<file path="src/rtl/xfilt_pkg.sv">
package xfilt_pkg;

  typedef enum logic [1:0] {
    PWR_SLEEP = 2'd0,
    PWR_WAKE  = 2'd1,
    PWR_AWAKE = 2'd2
  } pwr_state_e;

  // strobes from control to datapath
  typedef struct packed {
    logic lookup;    // search the array and maybe load the buffer
    logic fill;      // write one array entry
    logic flush;     // invalidate everything
    logic cntHit;    // a fetch completes from the buffer
    logic cntSleep;  // array is asleep this cycle
  } xfilt_stb_t;

endpackage

</file>
<file path="src/rtl/xfilt_ctrl.sv">
module xfilt_ctrl
  import xfilt_pkg::*;
#(
  parameter int WAKE_CYCLES = 3
) (
  input  logic       clk,
  input  logic       rstN,
  input  logic       fetchValid,
  input  logic       flush,
  input  logic       fillValid,
  input  logic       bufHit,
  output logic       fetchReady,
  output logic       fillReady,
  output logic       tlbSleep,
  output xfilt_stb_t stb
);

  localparam int WCNT_W = (WAKE_CYCLES > 1) ? $clog2(WAKE_CYCLES + 1) : 1;

  pwr_state_e        state, stateNext;
  logic [WCNT_W-1:0] wakeCnt, wakeCntNext;
  logic              awake, hitPath, fillGo, lookGo, needTlb;

  always_comb begin
    awake   = (state == PWR_AWAKE);
    hitPath = fetchValid && bufHit && !flush;
    // refill has priority over a lookup in the same awake cycle
    fillGo  = fillValid && !flush && awake;
    lookGo  = fetchValid && !bufHit && !flush && awake && !fillValid;
    needTlb = (fetchValid && !bufHit) || fillValid;

    stb.lookup   = lookGo;
    stb.fill     = fillGo;
    stb.flush    = flush;
    stb.cntHit   = hitPath;
    stb.cntSleep = (state == PWR_SLEEP);

    fetchReady = hitPath || lookGo;
    fillReady  = fillGo;
    tlbSleep   = (state == PWR_SLEEP);
  end

  always_comb begin
    stateNext   = state;
    wakeCntNext = wakeCnt;
    unique case (state)
      PWR_SLEEP: begin
        if (needTlb) begin
          stateNext   = PWR_WAKE;
          wakeCntNext = '0;
        end
      end
      PWR_WAKE: begin
        if (wakeCnt == WCNT_W'(WAKE_CYCLES - 1)) stateNext = PWR_AWAKE;
        else wakeCntNext = wakeCnt + WCNT_W'(1);
      end
      PWR_AWAKE: begin
        if (!(lookGo || fillGo)) stateNext = PWR_SLEEP;
      end
      default: stateNext = PWR_SLEEP;
    endcase
  end

  always_ff @(posedge clk or negedge rstN) begin
    if (!rstN) begin
      state   <= PWR_SLEEP;
      wakeCnt <= '0;
    end else begin
      state   <= stateNext;
      wakeCnt <= wakeCntNext;
    end
  end

  // the wake counter never passes its limit
  a_r2_wake_bound: assert property (@(posedge clk) disable iff (!rstN)
    (state == PWR_WAKE) |-> (int'(wakeCnt) < WAKE_CYCLES));

  // a buffer miss while asleep starts the wake sequence
  a_r2_wake_entry: assert property (@(posedge clk) disable iff (!rstN)
    (state == PWR_SLEEP && fetchValid && !bufHit) |=> (state == PWR_WAKE));

  // one idle awake cycle sends the array back to sleep
  a_r6_idle_sleep: assert property (@(posedge clk) disable iff (!rstN)
    (state == PWR_AWAKE && !stb.lookup && !stb.fill) |=> (state == PWR_SLEEP));

endmodule

</file>
<file path="src/rtl/xfilt_path.sv">
module xfilt_path
  import xfilt_pkg::*;
#(
  parameter int VPN_W   = 20,
  parameter int PPN_W   = 20,
  parameter int ENTRIES = 16,
  parameter int CNT_W   = 32,
  localparam int IDX_W  = (ENTRIES > 1) ? $clog2(ENTRIES) : 1
) (
  input  logic             clk,
  input  logic             rstN,
  input  xfilt_stb_t       stb,
  input  logic [VPN_W-1:0] fetchVpn,
  input  logic [IDX_W-1:0] fillIdx,
  input  logic [VPN_W-1:0] fillVpn,
  input  logic [PPN_W-1:0] fillPpn,
  output logic             bufHit,
  output logic [PPN_W-1:0] xlatPpn,
  output logic             xlatFault,
  output logic [CNT_W-1:0] hitCount,
  output logic [CNT_W-1:0] accessCount,
  output logic [CNT_W-1:0] sleepCount
);

  logic [ENTRIES-1:0] entValid;
  logic [ENTRIES-1:0] matchVec;
  logic [PPN_W-1:0]   entPpn [ENTRIES];
  logic               tlbHit;
  logic [PPN_W-1:0]   tlbPpn;

  logic               bufValid;
  logic [VPN_W-1:0]   bufVpn;
  logic [PPN_W-1:0]   bufPpn;

  // array entries; valid bits live in always-on flops so flush needs no wake
  for (genvar g = 0; g < ENTRIES; g++) begin : g_ent
    logic             eValid;
    logic [VPN_W-1:0] eVpn;
    logic [PPN_W-1:0] ePpn;
    logic             wrSel;

    assign wrSel = stb.fill && (fillIdx == IDX_W'(g));

    always_ff @(posedge clk or negedge rstN) begin
      if (!rstN) begin
        eValid <= 1'b0;
        eVpn   <= '0;
        ePpn   <= '0;
      end else if (stb.flush) begin
        eValid <= 1'b0;
      end else if (wrSel) begin
        eValid <= 1'b1;
        eVpn   <= fillVpn;
        ePpn   <= fillPpn;
      end
    end

    assign entValid[g] = eValid;
    assign entPpn[g]   = ePpn;
    assign matchVec[g] = eValid && (eVpn == fetchVpn);
  end

  // lowest matching index wins
  always_comb begin
    tlbHit = |matchVec;
    tlbPpn = '0;
    for (int i = ENTRIES - 1; i >= 0; i--) begin
      if (matchVec[i]) tlbPpn = entPpn[i];
    end
  end

  // single-entry filter buffer
  always_ff @(posedge clk or negedge rstN) begin
    if (!rstN) begin
      bufValid <= 1'b0;
      bufVpn   <= '0;
      bufPpn   <= '0;
    end else if (stb.flush) begin
      bufValid <= 1'b0;
    end else if (stb.fill && bufValid && (fillVpn == bufVpn)) begin
      bufPpn <= fillPpn;
    end else if (stb.lookup && tlbHit) begin
      bufValid <= 1'b1;
      bufVpn   <= fetchVpn;
      bufPpn   <= tlbPpn;
    end
  end

  assign bufHit    = bufValid && (bufVpn == fetchVpn);
  assign xlatFault = stb.lookup && !tlbHit;
  assign xlatPpn   = bufHit ? bufPpn : (tlbHit ? tlbPpn : '0);

  always_ff @(posedge clk or negedge rstN) begin
    if (!rstN) begin
      hitCount    <= '0;
      accessCount <= '0;
      sleepCount  <= '0;
    end else begin
      if (stb.cntHit)   hitCount    <= hitCount + CNT_W'(1);
      if (stb.lookup)   accessCount <= accessCount + CNT_W'(1);
      if (stb.cntSleep) sleepCount  <= sleepCount + CNT_W'(1);
    end
  end

  // a buffer hit never triggers an array lookup
  a_r1_hit_no_lookup: assert property (@(posedge clk) disable iff (!rstN)
    bufHit |-> !stb.lookup);

  // a failed lookup leaves the buffer untouched
  a_r4_fault_keeps_buf: assert property (@(posedge clk) disable iff (!rstN)
    (stb.lookup && !tlbHit) |=> (bufValid == $past(bufValid) &&
      bufVpn == $past(bufVpn) && bufPpn == $past(bufPpn)));

  // a successful lookup loads the buffer with the fetched page
  a_r5_hit_loads_buf: assert property (@(posedge clk) disable iff (!rstN)
    (stb.lookup && tlbHit) |=> (bufValid && bufVpn == $past(fetchVpn)));

  // a flush leaves nothing valid
  a_r8_flush_clears: assert property (@(posedge clk) disable iff (!rstN)
    stb.flush |=> (!bufValid && entValid == '0));

  // a refill of the buffered page updates the buffer
  a_r10_fill_updates_buf: assert property (@(posedge clk) disable iff (!rstN)
    (stb.fill && bufValid && fillVpn == bufVpn) |=> (bufPpn == $past(fillPpn)));

endmodule

</file>
<file path="src/rtl/xfilt_top.sv">
module xfilt_top
  import xfilt_pkg::*;
#(
  parameter int VPN_W       = 20,
  parameter int PPN_W       = 20,
  parameter int ENTRIES     = 16,
  parameter int WAKE_CYCLES = 3,
  parameter int CNT_W       = 32,
  localparam int IDX_W      = (ENTRIES > 1) ? $clog2(ENTRIES) : 1
) (
  input  logic             clk,
  input  logic             rstN,
  input  logic             fetchValid,
  input  logic [VPN_W-1:0] fetchVpn,
  output logic             fetchReady,
  output logic [PPN_W-1:0] xlatPpn,
  output logic             xlatFault,
  input  logic             flush,
  input  logic             fillValid,
  input  logic [IDX_W-1:0] fillIdx,
  input  logic [VPN_W-1:0] fillVpn,
  input  logic [PPN_W-1:0] fillPpn,
  output logic             fillReady,
  output logic             tlbSleep,
  output logic [CNT_W-1:0] hitCount,
  output logic [CNT_W-1:0] accessCount,
  output logic [CNT_W-1:0] sleepCount
);

  xfilt_stb_t stb;
  logic       bufHit;

  xfilt_ctrl #(
    .WAKE_CYCLES(WAKE_CYCLES)
  ) u_ctrl (
    .clk       (clk),
    .rstN      (rstN),
    .fetchValid(fetchValid),
    .flush     (flush),
    .fillValid (fillValid),
    .bufHit    (bufHit),
    .fetchReady(fetchReady),
    .fillReady (fillReady),
    .tlbSleep  (tlbSleep),
    .stb       (stb)
  );

  xfilt_path #(
    .VPN_W  (VPN_W),
    .PPN_W  (PPN_W),
    .ENTRIES(ENTRIES),
    .CNT_W  (CNT_W)
  ) u_path (
    .clk        (clk),
    .rstN       (rstN),
    .stb        (stb),
    .fetchVpn   (fetchVpn),
    .fillIdx    (fillIdx),
    .fillVpn    (fillVpn),
    .fillPpn    (fillPpn),
    .bufHit     (bufHit),
    .xlatPpn    (xlatPpn),
    .xlatFault  (xlatFault),
    .hitCount   (hitCount),
    .accessCount(accessCount),
    .sleepCount (sleepCount)
  );

  // the access counter is frozen across a sleeping cycle
  a_r7_no_access_asleep: assert property (@(posedge clk) disable iff (!rstN)
    tlbSleep |=> (accessCount == $past(accessCount)));

  // every sleeping cycle is counted
  a_r12_sleep_count: assert property (@(posedge clk) disable iff (!rstN)
    tlbSleep |=> (sleepCount == CNT_W'($past(sleepCount) + 1)));

endmodule

</file>
<file path="config.mk">
export PLATFORM = sky130hd
export DESIGN_NAME = xfilt_top
export DESIGN_NICKNAME = d
export VERILOG_FILES = /design/src/rtl/xfilt_pkg.sv /design/src/rtl/xfilt_ctrl.sv /design/src/rtl/xfilt_path.sv /design/src/rtl/xfilt_top.sv
export SDC_FILE = /design/constraint.sdc
export NUM_CORES = 2
export LEC_CHECK = 0
export BUFFER_PORTS_ARGS = -buffer_cell sky130_fd_sc_hd__buf_4
export CORE_ASPECT_RATIO = 1.75
export CORE_MARGIN = 8
export CORE_UTILIZATION = 30
export DETAILED_ROUTE_END_ITERATION = 8
export PLACE_DENSITY_LB_ADDON = 0.05
export SLEW_MARGIN = 20
export SYNTH_ARGS = -nofsm -noshare
export SYNTH_HDL_FRONTEND = slang
export SYNTH_SLANG_ARGS = --single-unit
</file>
<file path="constraint.sdc">
create_clock -name clk -period 6.9 [get_ports clk]
set_input_delay 0.69 -clock clk [delete_from_list [all_inputs] [get_ports clk]]
set_output_delay 0.69 -clock clk [all_outputs]
set_load 0.005 [all_outputs]
</file>
# Word level (Yosys, flattened, before mapping)
# Cells that the tools add are included.
[classes]
reduce_logical = 95
n_mux = 62
n_eq_ne = 41
add_sub_neg = 4
n_bitwise = 2
[op_table]
columns = ["operator", "count"]
rows = [
  ["$mux W20", 20],
  ["$eq A20 B20 Y1", 18],
  ["$add A32 B1 Y32 const B", 3],
  ["$logic_and A1 B1 Y1", 45],
  ["$reduce_bool A2 Y1", 19],
  ["$reduce_and A2 Y1", 18],
  ["$mux W1", 35],
  ["$eq A4 B4 Y1 const B", 8],
  ["$eq A4 B3 Y1 const B", 4],
  ["$reduce_or A16 Y1", 1],
  ["$mux W2", 5],
  ["$reduce_and A3 Y1", 3],
  ["$eq A4 B2 Y1 const B", 2],
  ["$ne A2 B2 Y1 const B", 3],
  ["$pmux W2 S3", 1],
  ["$eq A2 B2 Y1 const B", 2],
  ["$eq A4 B1 Y1 const B", 1],
  ["$logic_not A1 Y1", 4],
  ["$logic_not A4 Y1", 1],
  ["$ne A2 B1 Y1 const B", 2],
  ["$pmux W2 S2", 1],
  ["$logic_or A1 B1 Y1", 3],
  ["$add A2 B1 Y2 const B", 1],
  ["$eq A2 B1 Y1 const B", 1],
  ["2 further kinds", 3],
]
[word_totals]
output_inout_bits = 120
inputBits = 69
reg_bits = 797
elab_cells = 260

# Logic depth before layout (Yosys ltp)
[logic_depth]
depth_word = 20
mapped_depth = 13
ltp_nobuf = 9

# Modules after synthesis
# A second synthesis with hierarchy kept.
[unflattened]
cells_unflattened = 3277
area_unflattened_um2 = 39227.6
[modules_own_cells]
columns = ["mod", "area_each_um2", "cells_per_inst", "instances", "seq_area_each_um2"]
rows = [
  ["xfilt_path", 38953.6, 3248, 1, 19844.0],
  ["xfilt_ctrl", 274.0, 29, 1, 100.1],
]

# Worst setup path before layout
# No wires, ideal clock.
[synth_path]
path_type = "input-to-output"
from = "input fetchVpn[5]"
to = "output xlatPpn[0]"
t_arrival_ns = 3.231
slack_ns = 2.979
cell_stages = 12
required_time_ns = 6.210
path_cell_list = "buf_2 > buf_4 > xnor2_1 > nand4_1 > or4_1 > nor2_1 > buf_4 > a222oi_1 > o2111a_1 > o311ai_1 > nand3_1 > o21ai_0"
[synth_between]
elab_chain_len = 20
[synth_rtl]
columns = ["item", "line_no", "rtl"]
rows = [
  ["start, declared", "xfilt_top.sv:14", "input logic [VPN_W-1:0] fetchVpn,"],
  ["$eq A20 B20 Y1", "xfilt_path.sv:60", "assign matchVec[g] = eValid && (eVpn == fetchVpn);"],
  ["$logic_and A1 B1 Y1", "xfilt_path.sv:60", ""],
  ["$mux W20 (16 in a row)", "xfilt_path.sv:68", "if (matchVec[i]) tlbPpn = entPpn[i];"],
  ["$mux W20", "xfilt_path.sv:91", "assign xlatPpn = bufHit ? bufPpn : (tlbHit ? tlbPpn : '0);"],
  ["$mux W20 (*)", "xfilt_path.sv:91", ""],
  ["end, declared", "xfilt_top.sv:16", "output logic [PPN_W-1:0] xlatPpn,"],
]
# Every way passes the cells marked *; elsewhere a longest branch is shown, timed or not.

# Final worst setup path
[layout_path]
from = "input fetchVpn[1]"
to = "output xlatPpn[18]"
# The elaborated chain is that of the path after synthesis.

==> results_dict.tcl <==
set metrics [dict create \
    outcome "finished, final reports clean" \
    num-fill-cells 12700 \
    avgSynthCellArea_um2 12.1 \
    synth.most_common_cell "dfrtp_1" \
    rows 174 \
    dr.first_iter.drc_count 1644 \
    synthDistinctLibCells 72 \
    rsz0062_at_grt "false" \
    grt_max_degree 158 \
    wl_per_cell_um 29.2 \
    port_buffers 188 \
    period_needed_ns 5.80 \
    path_delay_family "simple AND/OR/NAND/NOR gates" \
    r2r_cells 10 \
    rrSetupSlack_ns 2.39 \
    vdd_ir_drop_max_mv 0.153 \
    synth_commonest_cells "dfrtp_1 (797), mux2_2 (639), xnor2_1 (257), nand2_1 (195), xor2_1 (188)" \
    cp-start-kind "input pin" \
    clk_latency_ns 0.70 \
    first_pass_iters 8 \
    synthFlopType "dfrtp_1" \
    routed_wl_mm 147 \
    final.period_utilization_pct 84.1 \
    area_delta_synth_final_pct 15.8 \
    p_per_area_nw_per_um2 247 \
    postCtsHoldBufs 0 \
    cts_tree "yes" \
    synth_top_area_share_pct 51.8 \
    slowest_stage "nor4b_1" \
    syn_inst 3195 \
    cap_violations 0 \
    drc 0 \
    cts_resized 0 \
    crit_buf_inv 3 \
    clock_path_buffers 3 \
    core_um2 128000 \
    grt_pass1_vias 28300 \
    crit_path_end_kind "output port" \
    dieWidth_um 287 \
    postCtsSetupBuffers 0 \
    cts_made_buffers 87 \
    routed-via-count 26500 \
    rr_startpoint "u_path.g_ent[5].eVpn[3]" \
    tightestPinTransition_ns 1.16 \
    drive_gt1_share_pct 32.1 \
    clockRootBuffer "clkbuf_16" \
    ios 189 \
    finalSetupViolations 0 \
    p_leak_nw 21.0 \
    cp_max_fo 29 \
    synth_edf_count 0 \
    syn_area_um2 38500 \
    ys_ff_latch 797 \
    ys_seq_area_share_pct 51.8 \
    cp.required_ns 6.21 \
    clkSlewWorstSetupHoldPaths_ns 0.06 \
    dieArea_um2 141000 \
    antenna_found_initial 5 \
    dpl.hpwl_mm 99.6 \
    max_freq_mhz 172 \
    hold_ws_ns 0.0311 \
    wl_met3_mm 5.26 \
    synthArstFlopShare_pct 100 \
    finClkSkew_ns 0.0236 \
    hp-class "in2async" \
    startpoint "fetchVpn[1]" \
    avgViaCountPerCell 5.25 \
    crit_chain "buf_4 -> xor2_1 -> nor4_1 -> nand4_1 -> or2_2 -> nand2_1 -> nor4b_1 -> nand2_1 -> buf_4 -> a41o_1 -> buf_4" \
    grt_pass1_wl_mm 212 \
    clock_sinks 797 \
    yosys.area.top_type "dfrtp_1" \
    dr.max_layer_used "met4" \
    routed-wl-met2_mm 80.8 \
    m1WireLength_mm 56.2 \
    htreeDepth 3 \
    grt_overflow 0 \
    reg2reg_to "u_path.bufVpn[6]" \
    syn_nets 3268 \
    crit_path_max_incr_delay_ns 1.01 \
    synth.area.top_cells "dfrtp_1 (52%), mux2_2 (19%), xnor2_1 (5.8%), xor2_1 (4.3%), nand2_1 (1.9%)" \
    track_usage_pct 20.7 \
    relSlewSlack_pct 22.6 \
    worstSetupPathType "in2out" \
    layout.nets 3384 \
    worstPathArrival_ns 5.11 \
    crit_top_cell "buf_4" \
    fin_tns_setup_ns 0 \
    gp_congestion 0.843 \
    route.antenna.remaining_nets 0 \
    start_util_pct 30.1 \
    slew_violations 0 \
    yosysWarnings 0 \
    die_h_um 490 \
    hold_viol 0 \
]
per-stage QoR:
step / worst slack [ns] / instances / power [W] / util (%) / instance area (um^2)
after detailed placement: 1.11 / 4894 / 0.00627 / 32.6 / 41700
after global placement: 1.16 / 4893 / 0.00623 / 32.6 / 41700
final: 1.10 / 5054 / 0.0110 / 34.9 / 44600
after floorplan: 2.98 / 3195 / 0.00577 / - / 38500
after global routing: 0.838 / 5054 / 0.0115 / 34.9 / 44600
after CTS: 1.10 / 5053 / 0.0112 / 34.9 / 44600
cell type report:
type                    instances  area [um^2]  share of cell area (%)
flip-flops and latches        797        19900                    44.7
diodes                          1         2.50                 0.00561
multi-input cells            2118        17500                    39.2
well taps                    1672         2090                    4.69
repair buffers                256         1990                    4.46
inverters                      51          191                   0.429
clock inverters                25          272                   0.608
clock buffers                 134         2650                    5.93
routing by layer:
metal / global-route usage [%] / up-vias
met1: 23.4 / 14000
li1: - / 11600
met5: 0 / -
met4: 7.20 / 0
met3: 2.46 / 202
met2: 39.3 / 683
kinds of logic after synthesis:
family,after synthesis,synth area share [%]
mux,640,18.7
buf+inv,280,3.22
xor+xnor,453,10.5
fa+ha+maj,4,0.130
compound gates,353,6.78
simple gates,668,8.97
flops,797,51.8
registers in the layout (all words and copies together) (netlist names):
| name | flops |
|---|---|
| u_ctrl.state | 2 |
| u_ctrl.wakeCnt | 2 |
| u_path.accessCount | 32 |
| u_path.bufPpn | 20 |
| u_path.bufValid | 1 |
| u_path.bufVpn | 20 |
| u_path.g_ent.ePpn | 320 |
| u_path.g_ent.eValid | 16 |
| u_path.g_ent.eVpn | 320 |
| u_path.hitCount | 32 |
| u_path.sleepCount | 32 |
how the worst max path moves through the flow:
stage	to	cells past startpoint
after floorplan	xlatPpn[0]	12
after global placement	xlatPpn[18]	11
after detailed placement	xlatPpn[18]	11
after CTS	xlatPpn[18]	11
after global routing	xlatPpn[18]	11
final	xlatPpn[18]	11
power breakdown:
group          switching [W]  internal [W]
clock network        0.00204       0.00282
logic               0.000547      0.000428
registers           0.000208       0.00497
total                0.00280       0.00822
layout by cell type (no fill, tap or decap), types with 16 or more instances in the layout:
cell and n:
dfrtp_1 797, mux2_2 639, xnor2_1 257, buf_4 250, xor2_1 188, nand2_1 186, nand3_1 95, clkbuf_16 90
nor2_1 81, nand4_1 70, o21ai_0 70, inv_1 48, a21oi_1 45, nor4_1 40, nor3_1 37, a221oi_1 35
o211ai_1 34, and3_1 28, or3_1 25, clkbuf_8 23, clkbuf_1 21, a2111oi_0 19, nor4b_1 17, nand3b_1 16
a22oi_1 16, clkinv_2 16
worst reg2reg max path, stage by stage, from the launching register on:
cell     delay, ns
dfrtp_1       0.39
xor2_1        0.16
nor4_1        0.09
nand4_1       0.24
or2_2         0.65
nand2_1       0.30
nor4b_1       1.01
a21o_1        0.98
buf_4         0.45
nand2_1       0.12
nand2_1       0.06
Power figures use the tool's default switching activity.
